$ cat src/rtl/i2cm_regfile_pkg.sv
package i2cm_regfile_pkg;
   // word index = byte address [5:2]
   typedef enum logic [3:0] {
      IDX_CTL   = 4'd0,
      IDX_ADDR  = 4'd1,
      IDX_COUNT = 4'd2,
      IDX_RXD   = 4'd3,
      IDX_TXD   = 4'd4,
      IDX_STAT  = 4'd5,
      IDX_HS    = 4'd6,
      IDX_VER   = 4'd7,
      IDX_DIV0  = 4'd8,
      IDX_DIV1  = 4'd9,
      IDX_HOLD  = 4'd10,
      IDX_FLUSH = 4'd11
   } reg_idx_e;

   localparam int LVL_W       = 4;
   localparam int CT_AF_LSB   = 16;
   localparam int CT_AE_LSB   = 12;
   localparam int CT_FULL_IE  = 10;
   localparam int CT_EMPTY_IE = 9;
   localparam int CT_IRQ_EN   = 1;

   localparam int ST_SDA     = 21;
   localparam int ST_SCL     = 20;
   localparam int ST_TXFULL  = 4;
   localparam int ST_RXEMPTY = 3;
   localparam int ST_DONE    = 2;
   localparam int ST_NACK    = 1;
   localparam int ST_BUSY    = 0;
endpackage

$ cat src/rtl/i2cm_byte_fifo.sv
module i2cm_byte_fifo #(
   parameter int DEPTH = 16,
   parameter int W     = 8,
   localparam int PTR_W = $clog2(DEPTH),
   localparam int CNT_W = PTR_W + 1
) (
   input  logic             clk,
   input  logic             rst_n,
   input  logic             flush,
   input  logic             push,
   input  logic [W-1:0]     wdata,
   input  logic             pop,
   output logic [W-1:0]     rdata,
   output logic [CNT_W-1:0] count,
   output logic             full,
   output logic             empty
);
   logic [W-1:0]     mem [DEPTH];
   logic [PTR_W-1:0] wr_ptr, rd_ptr;
   logic             do_push, do_pop;

   assign full    = (count == CNT_W'(DEPTH));
   assign empty   = (count == '0);
   assign do_push = push & ~full;
   assign do_pop  = pop & ~empty;
   assign rdata   = empty ? '0 : mem[rd_ptr];

   always_ff @(posedge clk or negedge rst_n) begin
      if (!rst_n) begin
         wr_ptr <= '0;
         rd_ptr <= '0;
         count  <= '0;
      end else if (flush) begin
         wr_ptr <= '0;
         rd_ptr <= '0;
         count  <= '0;
      end else begin
         if (do_push) wr_ptr <= wr_ptr + PTR_W'(1);
         if (do_pop)  rd_ptr <= rd_ptr + PTR_W'(1);
         count <= count + CNT_W'(do_push) - CNT_W'(do_pop);
      end
   end

   always_ff @(posedge clk) begin
      if (do_push && !flush) mem[wr_ptr] <= wdata;
   end
endmodule

$ cat src/rtl/i2cm_irq_gen.sv
module i2cm_irq_gen #(
   parameter int CNT_W = 5,
   parameter int LVL_W = 4
) (
   input  logic [CNT_W-1:0] rx_cnt,
   input  logic [CNT_W-1:0] tx_cnt,
   input  logic [LVL_W-1:0] af_lvl,
   input  logic [LVL_W-1:0] ae_lvl,
   input  logic             full_ie,
   input  logic             empty_ie,
   input  logic             irq_en,
   input  logic             done,
   output logic             irq_raw
);
   logic af_hit, ae_hit;

   assign af_hit  = full_ie  & (32'(rx_cnt) >= 32'(af_lvl));
   assign ae_hit  = empty_ie & (32'(tx_cnt) <= 32'(ae_lvl));
   assign irq_raw = irq_en & (done | af_hit | ae_hit);
endmodule

$ cat src/rtl/i2cm_regfile.sv
module i2cm_regfile
   import i2cm_regfile_pkg::*;
#(
   parameter int                DEPTH   = 16,
   parameter int                ADDR_W  = 6,
   parameter int                BYTE_W  = 8,
   parameter int                DATA_W  = 32,
   parameter logic [DATA_W-1:0] VERSION = 'h0101,
   parameter bit                IRQ_REG = 1'b0
) (
   input  logic              clk,
   input  logic              rst_n,
   input  logic              bus_valid,
   input  logic              bus_write,
   input  logic [ADDR_W-1:0] bus_addr,
   input  logic [DATA_W-1:0] bus_wdata,
   output logic [DATA_W-1:0] bus_rdata,
   input  logic              eng_tx_pop,
   output logic [BYTE_W-1:0] eng_tx_data,
   output logic              eng_tx_avail,
   input  logic              eng_rx_push,
   input  logic [BYTE_W-1:0] eng_rx_data,
   input  logic              eng_done,
   input  logic              eng_nack,
   input  logic              eng_busy,
   input  logic              scl_in,
   input  logic              sda_in,
   output logic [DATA_W-1:0] cfg_ctl,
   output logic [DATA_W-1:0] cfg_addr,
   output logic [DATA_W-1:0] cfg_count,
   output logic [DATA_W-1:0] cfg_hs,
   output logic [DATA_W-1:0] cfg_div0,
   output logic [DATA_W-1:0] cfg_div1,
   output logic [DATA_W-1:0] cfg_hold,
   output logic              irq
);
   localparam int PTR_W = $clog2(DEPTH);
   localparam int CNT_W = PTR_W + 1;

   // elaboration-time parameter checks
   if (DEPTH < 2 || (DEPTH & (DEPTH - 1)) != 0) begin : g_bad_depth
      $error("DEPTH must be a power of two of at least 2");
   end
   if (DATA_W < ST_SDA + 1) begin : g_bad_data
      $error("DATA_W too narrow for the status layout");
   end
   if (ADDR_W < 6) begin : g_bad_addr
      $error("ADDR_W must cover twelve word locations");
   end
   if (BYTE_W > DATA_W) begin : g_bad_byte
      $error("BYTE_W must not exceed DATA_W");
   end

   logic              hit, wr_en, rd_en, upper_zero;
   logic [3:0]        idx;
   logic [DATA_W-1:0] ctl_q, addr_q, count_q, hs_q, div0_q, div1_q, hold_q;
   logic              done_q, nack_q;
   logic              flush_req, stat_clr_done, stat_clr_nack;
   logic              tx_push, rx_pop;
   logic [CNT_W-1:0]  tx_cnt, rx_cnt;
   logic              tx_full, tx_empty, rx_full, rx_empty;
   logic [BYTE_W-1:0] rx_head;
   logic [DATA_W-1:0] stat_w;
   logic              irq_en, irq_raw;

   // address decode: upper bits must be zero when the bus is wider
   if (ADDR_W > 6) begin : g_wide_addr
      assign upper_zero = ~|bus_addr[ADDR_W-1:6];
   end else begin : g_narrow_addr
      assign upper_zero = 1'b1;
   end

   assign idx   = bus_addr[5:2];
   assign hit   = bus_valid & upper_zero & (bus_addr[1:0] == 2'b00);
   assign wr_en = hit & bus_write;
   assign rd_en = hit & ~bus_write;

   assign tx_push       = wr_en & (idx == IDX_TXD);
   assign rx_pop        = rd_en & (idx == IDX_RXD);
   assign flush_req     = wr_en & (idx == IDX_FLUSH) & bus_wdata[0];
   assign stat_clr_done = wr_en & (idx == IDX_STAT) & ~bus_wdata[ST_DONE];
   assign stat_clr_nack = wr_en & (idx == IDX_STAT) & ~bus_wdata[ST_NACK];

   // configuration words
   always_ff @(posedge clk or negedge rst_n) begin
      if (!rst_n) begin
         ctl_q   <= '0;
         addr_q  <= '0;
         count_q <= '0;
         hs_q    <= '0;
         div0_q  <= '0;
         div1_q  <= '0;
         hold_q  <= '0;
      end else if (wr_en) begin
         case (idx)
            IDX_CTL:   ctl_q   <= bus_wdata;
            IDX_ADDR:  addr_q  <= bus_wdata;
            IDX_COUNT: count_q <= bus_wdata;
            IDX_HS:    hs_q    <= bus_wdata;
            IDX_DIV0:  div0_q  <= bus_wdata;
            IDX_DIV1:  div1_q  <= bus_wdata;
            IDX_HOLD:  hold_q  <= bus_wdata;
            default: ;
         endcase
      end
   end

   // sticky event flags, set has priority over write-zero clear
   always_ff @(posedge clk or negedge rst_n) begin
      if (!rst_n) begin
         done_q <= 1'b0;
         nack_q <= 1'b0;
      end else begin
         if (eng_done)           done_q <= 1'b1;
         else if (stat_clr_done) done_q <= 1'b0;
         if (eng_nack)           nack_q <= 1'b1;
         else if (stat_clr_nack) nack_q <= 1'b0;
      end
   end

   i2cm_byte_fifo #(.DEPTH(DEPTH), .W(BYTE_W)) u_tx_fifo (
      .clk   (clk),
      .rst_n (rst_n),
      .flush (flush_req),
      .push  (tx_push),
      .wdata (bus_wdata[BYTE_W-1:0]),
      .pop   (eng_tx_pop),
      .rdata (eng_tx_data),
      .count (tx_cnt),
      .full  (tx_full),
      .empty (tx_empty)
   );

   i2cm_byte_fifo #(.DEPTH(DEPTH), .W(BYTE_W)) u_rx_fifo (
      .clk   (clk),
      .rst_n (rst_n),
      .flush (flush_req),
      .push  (eng_rx_push),
      .wdata (eng_rx_data),
      .pop   (rx_pop),
      .rdata (rx_head),
      .count (rx_cnt),
      .full  (rx_full),
      .empty (rx_empty)
   );

   assign eng_tx_avail = ~tx_empty;

   always_comb begin
      stat_w             = '0;
      stat_w[ST_SDA]     = sda_in;
      stat_w[ST_SCL]     = scl_in;
      stat_w[ST_TXFULL]  = tx_full;
      stat_w[ST_RXEMPTY] = rx_empty;
      stat_w[ST_DONE]    = done_q;
      stat_w[ST_NACK]    = nack_q;
      stat_w[ST_BUSY]    = eng_busy;
   end

   // read mux, combinational in the access cycle
   always_comb begin
      bus_rdata = '0;
      if (rd_en) begin
         case (idx)
            IDX_CTL:   bus_rdata = ctl_q;
            IDX_ADDR:  bus_rdata = addr_q;
            IDX_COUNT: bus_rdata = count_q;
            IDX_RXD:   bus_rdata = {{(DATA_W-BYTE_W){1'b0}}, rx_head};
            IDX_STAT:  bus_rdata = stat_w;
            IDX_HS:    bus_rdata = hs_q;
            IDX_VER:   bus_rdata = VERSION;
            IDX_DIV0:  bus_rdata = div0_q;
            IDX_DIV1:  bus_rdata = div1_q;
            IDX_HOLD:  bus_rdata = hold_q;
            default:   bus_rdata = '0;
         endcase
      end
   end

   assign irq_en = ctl_q[CT_IRQ_EN];

   i2cm_irq_gen #(.CNT_W(CNT_W), .LVL_W(LVL_W)) u_irq (
      .rx_cnt   (rx_cnt),
      .tx_cnt   (tx_cnt),
      .af_lvl   (ctl_q[CT_AF_LSB +: LVL_W]),
      .ae_lvl   (ctl_q[CT_AE_LSB +: LVL_W]),
      .full_ie  (ctl_q[CT_FULL_IE]),
      .empty_ie (ctl_q[CT_EMPTY_IE]),
      .irq_en   (irq_en),
      .done     (done_q),
      .irq_raw  (irq_raw)
   );

   // output variant: direct or retimed interrupt line
   if (IRQ_REG) begin : g_irq_flop
      logic irq_q;
      always_ff @(posedge clk or negedge rst_n) begin
         if (!rst_n) irq_q <= 1'b0;
         else        irq_q <= irq_raw;
      end
      assign irq = irq_q;
   end else begin : g_irq_comb
      assign irq = irq_raw;
   end

   assign cfg_ctl   = ctl_q;
   assign cfg_addr  = addr_q;
   assign cfg_count = count_q;
   assign cfg_hs    = hs_q;
   assign cfg_div0  = div0_q;
   assign cfg_div1  = div1_q;
   assign cfg_hold  = hold_q;
endmodule

$ cat config.mk
export PLATFORM = sky130hd
export DESIGN_NAME = i2cm_regfile
export DESIGN_NICKNAME = d
export VERILOG_FILES = /design/src/rtl/i2cm_regfile_pkg.sv /design/src/rtl/i2cm_byte_fifo.sv /design/src/rtl/i2cm_irq_gen.sv /design/src/rtl/i2cm_regfile.sv
export SDC_FILE = /design/constraint.sdc
export NUM_CORES = 1
export LEC_CHECK = 0
export CAP_MARGIN = 20
export CORE_MARGIN = 3
export CORE_UTILIZATION = 40
export CTS_CLUSTER_SIZE = 20
export DETAILED_ROUTE_END_ITERATION = 8
export DONT_BUFFER_PORTS = 1
export GPL_TIMING_DRIVEN = 0
export PLACE_DENSITY_LB_ADDON = 0.25
export SYNTH_ARGS = -nofsm -noshare
export SYNTH_HDL_FRONTEND = slang
export SYNTH_HIERARCHICAL = 1
export SYNTH_SLANG_ARGS = --single-unit
$ cat constraint.sdc
create_clock -name clk -period 3.3 [get_ports clk]
set_clock_uncertainty 0.05 [all_clocks]
set_input_delay 0.165 -clock clk [delete_from_list [all_inputs] [get_ports clk]]
set_output_delay 0.165 -clock clk [all_outputs]
set_load 0.03 [all_outputs]
==> impl_metrics.csv <==
group,metric,value,unit
critical_path,crit_path_cell_trace,"buf_6 > buf_12 > buf_12 > mux4_2 > mux2_4 > o21ai_4 > a21oi_2 > a22o_1 > a221oi_2 > a31oi_4",
global_route,grt_pass1_vias,13145,
floorplanning,start_util,40.8,%
critical_path,critical_path.startpoint_type,"flop",
synthesis,synth_cell_types,56,
global_route,largest_net_degree_at_the_start_of_global_routing,253,
synthesis,synthMostInstantiatedCell,"sky130_fd_sc_hd__edfxtp_1",
timing,final_critical_path_setup_slack,-46.1,ps
critical_path,setup.worst_path.class,"reg -> out",
floorplanning,core-area,54200,µm²
timing,whs,-804,ps
power_and_ir_drop,ir_drop,0.000482,V
synthesis,netlist_top_cells_count,"256 x sky130_fd_sc_hd__edfxtp_1, 252 x sky130_fd_sc_hd__dfrtp_1, 119 x sky130_fd_sc_hd__mux2_2, 61 x sky130_fd_sc_hd__mux2_1, 60 x sky130_fd_sc_hd__mux2_4",
clock_network,cts.reportedPaths.clkPinSlew,60,ps
routing,drc_errors,0,
synthesis,synthTopCellsByArea,"sky130_fd_sc_hd__edfxtp_1 35%, sky130_fd_sc_hd__dfrtp_1 29%, sky130_fd_sc_hd__mux2_2 6.1%",
synthesis,avgSynthCellArea,16.6,µm²
floorplanning,chipWidth,241,µm
routing,postRouteWirelength,67700,µm
synthesis,synthDominantCellAreaShare,34.8,%
timing,unrepaired_setup_endpoints_after_global_routing,"yes",
global_route,grt_overflow,0,
outcome,status,"finished, violations left",
synthesis,syn-num-nets,1421,
clock_network,cts_num_sinks,508,
routing,viasPerCell,5.93,
final_layout,finalNonFillerCells,2192,
power_and_ir_drop,static_power_due_to_leakage,10.3,nW
routing,avgRoutedWirePerCell,30.9,µm
final_layout,fin_nets,1538,
synthesis,synth_mux_area_share,20.8,%
routing,dr.first_iter.drc_count,1076,
final_layout,drive_above_1_share,29.4,%
synthesis,synth_top_family_by_area,"multiplexers",
critical_path,critPathMaxStageDelay,500,ps
clock_network,holdBufCountCts,46,
floorplanning,floorplan.io_pins,323,
clock_network,clk-insertion-delay-late,620,ps
timing,final-max-slew-violation-count,0,
global_route,grt.total_usage,22.6,%
floorplanning,row_count,85,
critical_path,worst-path-buf-inv,3,
synthesis,synth-adder-area-share,1.88,%
clock_network,clk_path_buf_depth,3,
synthesis,synth.yosys.warnings,6,
clock_network,cell_at_the_root_of_the_clock_tree,"sky130_fd_sc_hd__clkbuf_16",
hold_path,worst_hold_path_type,"in -> async",
timing,achievable-frequency,299,MHz
placement,dp_hpwl,46200,µm
placement,place.detailed.instances,2035,
synthesis,sequential_fraction_of_the_synthesis_area,63.3,%
global_route,antenna_violations_before_repair,7,
synthesis,synth-compound-area-share,6.34,%
clock_network,tritoncts.num_buffers,54,
timing,finalWorstPathRequiredPeriod,3350,ps
timing,slew_worst_pin,1240,ps
global_route,grt_pass1_wl,94800,µm
timing,fin_setup_tns,-99.9,ps
placement,io_buffers,0,
outcome,failed_checks,"negative hold slack, negative setup slack",
final_layout,postLayoutCellArea,25700,µm²
timing,setup_violations,4,
routing,routed-via-count,13007,
synthesis,synth_edf_count,256,
job,timing.max_cap.violations,0,
final_layout,layout-area-overhead-vs-synth,16.0,%
timing,finalCritPeriodShare,101,%
final_layout,finalCoreUtilization,47.3,%
timing,timing.final.hold_violations,252,
clock_network,cts_tree,"built",
placement,place.gp.congestion,0.820,
synthesis,synth_xor_xnor_area_share,0.634,%
critical_path,timing.critical_path.arrival,3130,ps
clock_network,htree_depth,2,
synthesis,syn_inst,1332,
synthesis,synth-async-reset-ratio,49.6,%
timing,timing.max_slew.rel_slack,17.2,%
synthesis,post_synthesis_register_bit_count,508,
placement,placed_cell_area,23000,µm²
critical_path,timing.critical_path.mode_cell,"sky130_fd_sc_hd__buf_12",
floorplanning,die_height,241,µm
routing,detail_route.first_pass.iterations,6,
power_and_ir_drop,power_density,677,nW/µm²
critical_path,critPathSlowestCell,"sky130_fd_sc_hd__mux4_2",
routing,drtAntennaViolNets,0,
synthesis,netlist_area_before_placement,22100,µm²
critical_path,worst-endpoint-required,3080,ps
synthesis,synthFlopType,"sky130_fd_sc_hd__edfxtp_1",
critical_path,timing.critical_path.max_delay_family,"compound AO/OA/AOI/OAI gates",
synthesis,netlist.top_cell.by_area,"sky130_fd_sc_hd__edfxtp_1",
synthesis,yosys.area_share.simple,3.78,%
floorplanning,die_area,58100,µm²
critical_path,worstSetupEndpointType,"output port",
critical_path,cp_max_fo,7,
==> flip-flops by register name, summed over array words and instances, names as in the netlist <==
| name | cells |
|---|---|
| u_rx_fifo/count | 5 |
| u_rx_fifo/mem | 128 |
| u_rx_fifo/rd_ptr | 4 |
| u_tx_fifo/rd_ptr | 4 |
| done_q | 1 |
| u_tx_fifo/wr_ptr | 4 |
| nack_q | 1 |
| cfg_ctl | 32 |
| cfg_addr | 32 |
| u_tx_fifo/count | 5 |
| u_tx_fifo/mem | 128 |
| u_rx_fifo/wr_ptr | 4 |
| cfg_hold | 32 |
| cfg_count | 32 |
| cfg_hs | 32 |
| cfg_div0 | 32 |
| cfg_div1 | 32 |
==> path summary, 6_finish.rpt <==
path / start / endpoint / slack (ps) / cells past startpoint
min reg2reg: nack_q / nack_q / 520 / 2
max in group asynchronous: rst_n / cfg_div1[4] / 3720 / 0
max reg2reg: u_tx_fifo/count[2] / u_tx_fifo/count[4] / 140 / 14
max: u_rx_fifo/rd_ptr[1] / bus_rdata[7] / -50 / 10
min: rst_n / cfg_hold[20] / -800 / 0
min in group clk: bus_addr[3] / cfg_div1[31] / 80 / 4
==> report_power, final <==
part / switching [mW] / internal (mW)
Clock: 2.53 / 3.51
Combinational: 1.77 / 1.43
Sequential: 0.938 / 7.18
==> worst register-to-register path, stage by stage (launching register included) <==
cell and delay (ps):
sky130_fd_sc_hd__dfrtp_1 410, sky130_fd_sc_hd__inv_1 100, sky130_fd_sc_hd__ha_1 170, sky130_fd_sc_hd__or4b_4 500, sky130_fd_sc_hd__and2_0 180, sky130_fd_sc_hd__clkbuf_1 160
sky130_fd_sc_hd__ha_1 310, sky130_fd_sc_hd__inv_1 50, sky130_fd_sc_hd__ha_1 160, sky130_fd_sc_hd__inv_1 60, sky130_fd_sc_hd__fa_1 390, sky130_fd_sc_hd__nor2b_2 150
sky130_fd_sc_hd__o21bai_1 100, sky130_fd_sc_hd__a21oi_1 150, sky130_fd_sc_hd__nor3b_1 60
==> area by class of cell <==
type,instances,area [µm²]
Inverter,31,116
Antenna cell,3,7.51
Multi-Input combinational cell,704,7710
Buffer,88,604
Timing Repair Buffer,62,596
Sequential cell,508,14000
Clock inverter,26,289
Fill cell,4668,28600
Clock buffer,74,1470
Tap cell,696,871
==> layout by cell type (no fill, tap or decap), drive strengths merged, types with 5 or more instances in the layout <==
cell type    netlist  routed
nand2             26      26
a222oi            25      25
nor2              43      43
ha                30      30
mux2             240     240
bufinv             0       5
dlygate4sd3        0      46
o21ai             19      19
xor2              10      10
a22o              11      11
mux4              64      64
a31oi             31      31
a221oi            11      11
nor3              12      12
nand3             15      15
nor2b              6       6
inv               31      34
nor4bb             5       5
mux2i             18      18
and3               6       6
edfxtp           256     256
a21oi             26      26
clkbuf            21      96
a22oi             59      59
nand2b             7       7
xnor2              6       6
clkinv             0      16
dfrtp            252     252
buf               68      82
==> metal layers <==
metal,part of all wire (%),global-route usage (%),vias to the layer above
li1,-,-,5435
met1,41,30.0,6957
met2,47,34.9,478
met3,9.0,8.19,131
met4,2.7,6.81,6
met5,0.061,0,-
==> through the flow <==
| stage | total power, mW | hold WS (ps) | worst slack, ps |
|---|---|---|---|
| after floorplan | 10.4 | -181 | 473 |
| after global placement | 11.2 | -175 | -598 |
| after detailed placement | 11.2 | -176 | -228 |
| after CTS | 17.5 | -843 | -74.2 |
| after global routing | 18.1 | -839 | -225 |
| final | 17.4 | -804 | -46.1 |
==> what timing repair did <==
| action | in CTS | in global routing |
|---|---|---|
| endpoints found under the hold margin | 742 | 252 |
| gates cloned | 1 | 0 |
| gates resized for setup | 58 | 15 |
| setup buffers | 3 | 5 |
| pin swaps | 19 | 13 |
| endpoints found under the setup margin | 8 | 9 |
==> logic make-up after synthesis <==
| group | after synthesis |
|---|---|
| flip-flops | 508 |
| multiplexers | 322 |
| AO/OA/AOI/OAI | 191 |
| AND/OR/NAND/NOR | 143 |
| buffers and inverters | 120 |
| adder cells (fa/ha/maj) | 32 |
| XOR/XNOR | 16 |
No activity file was read; power rests on OpenSTA's default activity.
